===== src/rtl/bdec_pkg.sv =====
// Shared types and the fixed address map of the boot-area decoder.
// Assumes a 32-bit address and a boot area starting at address zero.
package bdec_pkg;

    localparam int ADDR_W    = 32;
    localparam int NUM_SLV   = 5;
    localparam int NUM_FIXED = 5;
    localparam int SEL_W     = $clog2(NUM_SLV);

    typedef enum logic [SEL_W-1:0] {
        SL_ROM    = 3'd0,
        SL_SRAM   = 3'd1,
        SL_EXT    = 3'd2,
        SL_PERIPH = 3'd3,
        SL_DISP   = 3'd4
    } slave_e;

    typedef struct packed {
        logic [ADDR_W-1:0] base;
        logic [ADDR_W-1:0] last;
        slave_e            target;
    } region_t;

    // Upper bound of the boot area (base is zero).
    localparam logic [ADDR_W-1:0] BOOT_LAST = 32'h0FFF_FFFF;

    // Fixed windows, each leading to exactly one slave.
    localparam region_t FIXED_MAP [NUM_FIXED] = '{
        '{base: 32'h1000_0000, last: 32'h1FFF_FFFF, target: SL_ROM},
        '{base: 32'h2000_0000, last: 32'h2FFF_FFFF, target: SL_SRAM},
        '{base: 32'h3000_0000, last: 32'h8FFF_FFFF, target: SL_EXT},
        '{base: 32'h9000_0000, last: 32'h9FFF_FFFF, target: SL_DISP},
        '{base: 32'hF000_0000, last: 32'hFFFF_FFFF, target: SL_PERIPH}
    };

endpackage


===== src/rtl/bdec_state.sv =====
// Holds the two state bits that steer the boot area: the boot-source strap
// captured during reset and the sticky remap flag.
// Assumes boot_pin is static around reset release; clear has priority over set.
module bdec_state (
    input  logic clk,
    input  logic rst_n,
    input  logic boot_pin,
    input  logic remap_set,
    input  logic remap_clr,
    output logic boot_int,
    output logic remap_on
);

    logic strap_q;
    logic remap_q;

    // Capture the strap on every edge while reset is held, hold it otherwise.
    always_ff @(posedge clk) begin
        if (!rst_n) begin
            strap_q <= boot_pin;
        end
    end

    // Sticky remap flag: reset and clear drop it, a set command raises it.
    always_ff @(posedge clk) begin
        if (!rst_n) begin
            remap_q <= 1'b0;
        end else if (remap_clr) begin
            remap_q <= 1'b0;
        end else if (remap_set) begin
            remap_q <= 1'b1;
        end
    end

    assign boot_int = strap_q;
    assign remap_on = remap_q;

endmodule


===== src/rtl/bdec_match.sv =====
// Compares the address against the boot area and every fixed window.
// Assumes the boot area starts at zero and the fixed windows do not overlap.
module bdec_match
    import bdec_pkg::*;
(
    input  logic [ADDR_W-1:0]    addr,
    output logic                 boot_hit,
    output logic [NUM_FIXED-1:0] fixed_hit
);

    // Boot area test needs only the upper bound.
    assign boot_hit = (addr <= BOOT_LAST);

    // One range comparator per fixed window.
    for (genvar g = 0; g < NUM_FIXED; g++) begin : g_win
        assign fixed_hit[g] = (addr >= FIXED_MAP[g].base) &&
                              (addr <= FIXED_MAP[g].last);
    end

endmodule


===== src/rtl/bdec_select.sv =====
// Turns window hits and boot state into a one-hot slave select or a
// decode error, qualified by the valid strobe.
// Assumes at most one window hit at a time.
module bdec_select
    import bdec_pkg::*;
(
    input  logic                 valid,
    input  logic                 boot_hit,
    input  logic [NUM_FIXED-1:0] fixed_hit,
    input  logic                 boot_int,
    input  logic                 remap_on,
    output logic [NUM_SLV-1:0]   slv_sel,
    output logic                 dec_err
);

    slave_e             boot_tgt;
    logic [NUM_SLV-1:0] sel_raw;

    // Choose which of the three slaves owns the boot area now.
    always_comb begin
        if (remap_on) begin
            boot_tgt = SL_SRAM;
        end else if (boot_int) begin
            boot_tgt = SL_ROM;
        end else begin
            boot_tgt = SL_EXT;
        end
    end

    // Gather hits into an unqualified select vector.
    always_comb begin
        sel_raw = '0;
        if (boot_hit) begin
            sel_raw[boot_tgt] = 1'b1;
        end
        for (int i = 0; i < NUM_FIXED; i++) begin
            if (fixed_hit[i]) begin
                sel_raw[FIXED_MAP[i].target] = 1'b1;
            end
        end
    end

    // Qualify with the strobe and flag misses.
    always_comb begin
        slv_sel = valid ? sel_raw : '0;
        dec_err = valid && (sel_raw == '0);
    end

endmodule


===== src/rtl/boot_remap_decoder.sv =====
// Top of the per-master address decoder with a remappable boot area.
// Assumes one instance per master; decode is combinational, only the
// strap and remap bits are registered.
module boot_remap_decoder
    import bdec_pkg::*;
(
    input  logic              clk,
    input  logic              rst_n,
    input  logic              bus_valid,
    input  logic [ADDR_W-1:0] bus_addr,
    input  logic              boot_pin,
    input  logic              remap_set,
    input  logic              remap_clr,
    output logic [NUM_SLV-1:0] slv_sel,
    output logic              dec_err
);

    logic                 boot_int;
    logic                 remap_on;
    logic                 boot_hit;
    logic [NUM_FIXED-1:0] fixed_hit;

    bdec_state u_state (
        .clk       (clk),
        .rst_n     (rst_n),
        .boot_pin  (boot_pin),
        .remap_set (remap_set),
        .remap_clr (remap_clr),
        .boot_int  (boot_int),
        .remap_on  (remap_on)
    );

    bdec_match u_match (
        .addr      (bus_addr),
        .boot_hit  (boot_hit),
        .fixed_hit (fixed_hit)
    );

    bdec_select u_select (
        .valid     (bus_valid),
        .boot_hit  (boot_hit),
        .fixed_hit (fixed_hit),
        .boot_int  (boot_int),
        .remap_on  (remap_on),
        .slv_sel   (slv_sel),
        .dec_err   (dec_err)
    );

endmodule


===== config.mk =====
export PLATFORM = sky130hd
export DESIGN_NAME = boot_remap_decoder
export DESIGN_NICKNAME = d
export VERILOG_FILES = /design/src/rtl/bdec_pkg.sv /design/src/rtl/bdec_state.sv /design/src/rtl/bdec_match.sv /design/src/rtl/bdec_select.sv /design/src/rtl/boot_remap_decoder.sv
export SDC_FILE = /design/constraint.sdc
export NUM_CORES = 1
export LEC_CHECK = 0
export CAP_MARGIN = 15
export CORE_AREA = 3 3 40 42
export CTS_CLUSTER_DIAMETER = 80
export DETAILED_ROUTE_END_ITERATION = 10
export DIE_AREA = 0 0 43 45
export MAX_ROUTING_LAYER = met4
export PLACE_DENSITY = 0.72
export SKIP_LAST_GASP = 1
export SLEW_MARGIN = 10
export SYNTH_ARGS = -nofsm -noshare
export SYNTH_HDL_FRONTEND = slang
export SYNTH_SLANG_ARGS = --single-unit

===== constraint.sdc =====
create_clock -name clk -period 2.6 [get_ports clk]
set_input_delay 0.52 -clock clk [delete_from_list [all_inputs] [get_ports clk]]
set_output_delay 0.52 -clock clk [all_outputs]
set_load 0.1 [all_outputs]

Word-level counts from Yosys, hierarchy flattened
Index checks and enable logic that the tools add are counted.
{ "word_totals": {"regBits": 2, "out_inout_bits": 6, "wordCells": 36} }
{ "op_classes": {"order_cmp": 13, "n_mux": 11, "n_bitwise": 1, "n_reduce_logical": 9} }
{ "op_table": {"columns": ["cell", "count"], "rows": [
  ["32-bit less-or-equal comparator, second input constant", 3],
  ["32-bit by 30-bit greater-or-equal comparator with 1-bit output, second input constant", 2],
  ["32-bit greater-or-equal comparator, second input constant", 2],
  ["32-bit by 29-bit greater-or-equal comparator with 1-bit output, second input constant", 1],
  ["32-bit by 28-bit less-or-equal comparator with 1-bit output, second input constant", 1],
  ["32-bit by 29-bit less-or-equal comparator with 1-bit output, second input constant", 1],
  ["32-bit by 30-bit less-or-equal comparator with 1-bit output, second input constant", 1],
  ["5-bit two-way mux", 2],
  ["1-bit logical AND", 7],
  ["1-bit two-way mux", 6],
  ["5-bit zero test", 1],
  ["2-bit by 4-bit < comparator with 1-bit output, second input constant", 1],
  ["2-bit two-way mux", 2],
  ["1-bit demux with 3-bit select", 1],
  ["2-bit by 1-bit greater-or-equal comparator with 1-bit output, second input constant", 1],
  ["2-bit OR reduction", 1],
  ["1-bit NOT", 1]
]} }

Logic depth before layout (Yosys ltp)
{ "logic_depth": {"ltp_word": 10, "ltp_mapped": 3, "ltp_nobuf": 2} }

Modules after synthesis
From an unflattened synthesis, not the netlist that was laid out.
{ "hier_totals": {"cells_unflattened": 26, "area_unflattened_um2": 206.4} }
{ "modules_own_cells": {"columns": ["module", "n_inst", "cells_each", "area_each_um2", "seq_area_each_um2"], "rows": [
  ["bdec_select", 1, 12, 71.3, 0.0],
  ["bdec_match", 1, 9, 67.6, 0.0],
  ["bdec_state", 1, 5, 67.6, 50.0]
]} }

Worst setup path before layout
OpenSTA, ideal clock, no wires.
{ "synth_timing": {"path_kind": "in2out", "startpoint": "input bus_addr[29]", "endpoint": "output slv_sel[1]", "arrival_ns": 3.582, "required_ns": 2.080, "slack_ns": -1.502, "stages": 3, "n_path_buf": 1, "path_cell_list": "clkbuf_2 -> nor2_1 -> nor4_1"} }
{ "synth_between": {"elab_chain_len": 4, "elab_cells_between_ends": 7, "cone_classes": "order compare: 3; mux: 3; reduce/logical: 1"} }
{ "synth_rtl": {"columns": ["element", "line_no", "source"], "rows": [
  ["start, declared", "boot_remap_decoder.sv:10", "input logic [ADDR_W-1:0] bus_addr,"],
  ["32-bit by 28-bit less-or-equal comparator with 1-bit output (tied with other cells)", "bdec_match.sv:12", "assign boot_hit = (addr <= BOOT_LAST);"],
  ["5-bit two-way mux or 1-bit logical AND (tied branches)", "bdec_select.sv:33, bdec_match.sv:16", null],
  ["1-bit two-way mux *", "bdec_select.sv:37", "if (fixed_hit[i]) begin"],
  ["5-bit two-way mux *", "bdec_select.sv:45", "slv_sel = valid ? sel_raw : '0;"],
  ["end, declared", "boot_remap_decoder.sv:14", "output logic [NUM_SLV-1:0] slv_sel,"]
]} }
Every way passes the cells marked *; elsewhere a longest branch is shown, timed or not.

Worst setup path after layout
{ "layout_timing": {"startpoint": "input bus_addr[29]", "endpoint": "output dec_err"} }
{ "layout_between": {"elab_chain_len": 5, "elab_cells_between_ends": 24, "cone_classes": "order compare: 11; mux: 6; reduce/logical: 7"} }
{ "layout_rtl": {"columns": ["element", "line_no", "source"], "rows": [
  ["32-bit by 28-bit less-or-equal comparator with 1-bit output (tied with other cells)", "bdec_match.sv:12", null],
  ["5-bit two-way mux or 1-bit logical AND (tied branches)", "bdec_select.sv:33, bdec_match.sv:16", null],
  ["1-bit two-way mux", "bdec_select.sv:37", null],
  ["5-bit zero test *", "bdec_select.sv:46", "dec_err = valid && (sel_raw == '0);"],
  ["1-bit logical AND *", "bdec_select.sv:46", null],
  ["end, declared", "boot_remap_decoder.sv:15", "output logic dec_err"]
]} }
Marked as above.

==> impl_results.md <==
- Overall routing resource usage: 8.66%
- Ys Warns: 0
- Setup TNS: 0 ps
- Max-Cap Viols: 0
- Via-to-Cell Ratio: 4.22
- GRT overflow: 0
- Dpl hpwl: 526 um
- Vias in the first global route: 285
- Final Critical Period: 2360 ps
- Worst min-delay path category: reg -> reg
- Status: completed
- Vias: 245
- Ant. Diodes: 0
- FF+latch count, synth: 2
- Clock Skew: 0 ps
- Commonest non-fill, non-tap cells in the layout: clkdlybuf4s50_1 (9), buf_12 (6), nor2_1 (3), clkbuf_4 (3)
- CP Class: in -> out
- Crit end category: primary output
- Antenna violations before repair: 0
- Initial Util: 17.6%
- CTS tree: built
- Peak VDD IR: 0.187 mV
- Die Y: 45 um
- Critical path arrival: 1840 ps
- Slew Limit Fails: 0
- Final antenna-violating net count: 0
- Worst Path Required: 2080 ps
- Cell area after layout: 517 um2
- Die width: 43 um
- IO Pins: 44
- Power density over the cells: 376 mW/mm2
- Clock root cell: clkbuf_4
- RSZ-0062 raised after global routing: no
- Total clock sinks: 2
- Gpl congestion: 0.633
- Commonest non-fill, non-tap cell in the layout: clkdlybuf4s50_1
- Worst Tran Pin Value: 424 ps
- Largest fanout on the critical path: 8
- Mapped Nets: 62
- Cells after Synth: 24
- Die ar.: 0.00194 mm2
- Routed WL: 622 um
- Pin count of the biggest net entering global routing: 9
- F_max: 0.425 GHz
- Clk buf depth: 2
- DRT Pass-1 Iters: 2
- Final #Nets: 82
- Layout cells sized above 1: 46.5%
- Fin. Hold Viols: 0
- H-tree depth: 1
- Final setup fails: 0
- Fill cells: 130
- Post-synth cell types: 20
- Hold Buf Count CTS: 0
- Worst-Skew Late Latency: 220 ps
- IO Port Bufs: 15
- Clock transition at the registers of the reported paths: 30 ps
- Type of origin of the critical path: input pin
- Area after DPL: 490 um2
- Drt wl/cell: 10.7 um
- Pleak: 0.000183 uW
- Rel. slew slack: 71.6%
- Placeable Area: 0.00128 mm2
- Average size of a mapped cell: 9.44 um2
- DR iter-0 viols: 2
- Synthesized area: 226 um2
- First-pass GRT wire length: 1150 um
- Number of post-CTS setup repair buffers: 0
- Num CTS Buffers: 3
- Post-CTS resize count: 0
- Drc violations: 0
- Final worst-path cycle share: 90.6%
- Site Rows: 13
- Post-synthesis sequential area ratio: 22.1%
- Layout area overhead: 128%
==> Yosys cell counts <==
cell type  count  area share [%]
nand3_1        1             2.2
o211ai_1       1             3.3
nor4b_2        1             6.6
nand2b_4       2              12
edfxtp_1       1              13
nor3_1         1             2.2
a2111oi_4      1              12
inv_2          1             1.7
o21bai_1       1             3.3
nor4_1         1             2.8
inv_1          1             1.7
nand2_1        2             3.3
buf_6          1             5.0
clkbuf_2       1             2.2
a31oi_1        1             2.8
dfxtp_1        1             8.8
a21oi_1        1             2.2
o2bb2ai_1      1             3.9
nor4_2         1             5.5
nor2_1         3             5.0
==> state kept, by name, indices dropped and copies added (netlist names) <==
register          count
u_state.boot_int      1
u_state.remap_on      1
==> layout make-up <==
cell class / count / area, um2 / share of cell area, %
Clock buffer: 4 / 26.3 / 5.08
Inverter: 2 / 7.51 / 1.45
Multi-Input combinational cell: 18 / 189 / 36.6
Sequential cell: 2 / 50.0 / 9.69
Tap cell: 15 / 18.8 / 3.63
Timing Repair Buffer: 17 / 225 / 43.6
==> where the power goes <==
part,total [uW],internal (uW),switching [uW]
Sequential,37.8,35.6,2.18
Combinational,79.9,34.4,45.5
Clock,76.7,57.1,19.6
Total,194,127,67.3
==> kinds of logic after synthesis <==
group	Yosys count	synth area share, %
DFF	2	22.1
buffers and inverters	4	10.5
and+or+nand+nor	12	39.8
AOI/OAI and AO/OA	6	27.6
==> layer usage <==
layer	share of wire, %	routed length [um]	global-route usage (%)	vias to the layer above
li1	-	-	-	125
met1	41	252	9.16	112
met2	55	343	13.5	8
met3	4.2	26	3.59	0
met4	0	0	5.42	0
met5	0	0	-	-
==> worst max-delay path, cell delays in order <==
cell and delay, ps:
clkdlybuf4s50_1 730, o211ai_1 150, a31oi_2 220, buf_12 210
==> path summary, 6_finish.rpt <==
path	from	endpoint	slack [ps]	cells after the start
worst max-delay path	bus_addr[29]	dec_err	240	4
worst min-delay path	u_state.remap_on$_SDFFE_PP0P_	u_state.remap_on$_SDFFE_PP0P_	530	2
worst max register to register	u_state.remap_on$_SDFFE_PP0P_	u_state.remap_on$_SDFFE_PP0P_	1960	2
worst min register to register	u_state.remap_on$_SDFFE_PP0P_	u_state.remap_on$_SDFFE_PP0P_	530	2
==> per-stage QoR <==
stage               instances  util, %  setup WS, ps  hold WS [ps]  total power (uW)
global placement           54     38.2           244           522               118
global route               58     40.2           120           585               207
detailed placement         54     38.2           226           536               119
CTS                        58     40.2           227           540               199
finish                     58     40.2           245           532               194
floorplan                  24        -          5.74           494              84.9
Note: power is estimated with default switching activity, not from simulation.
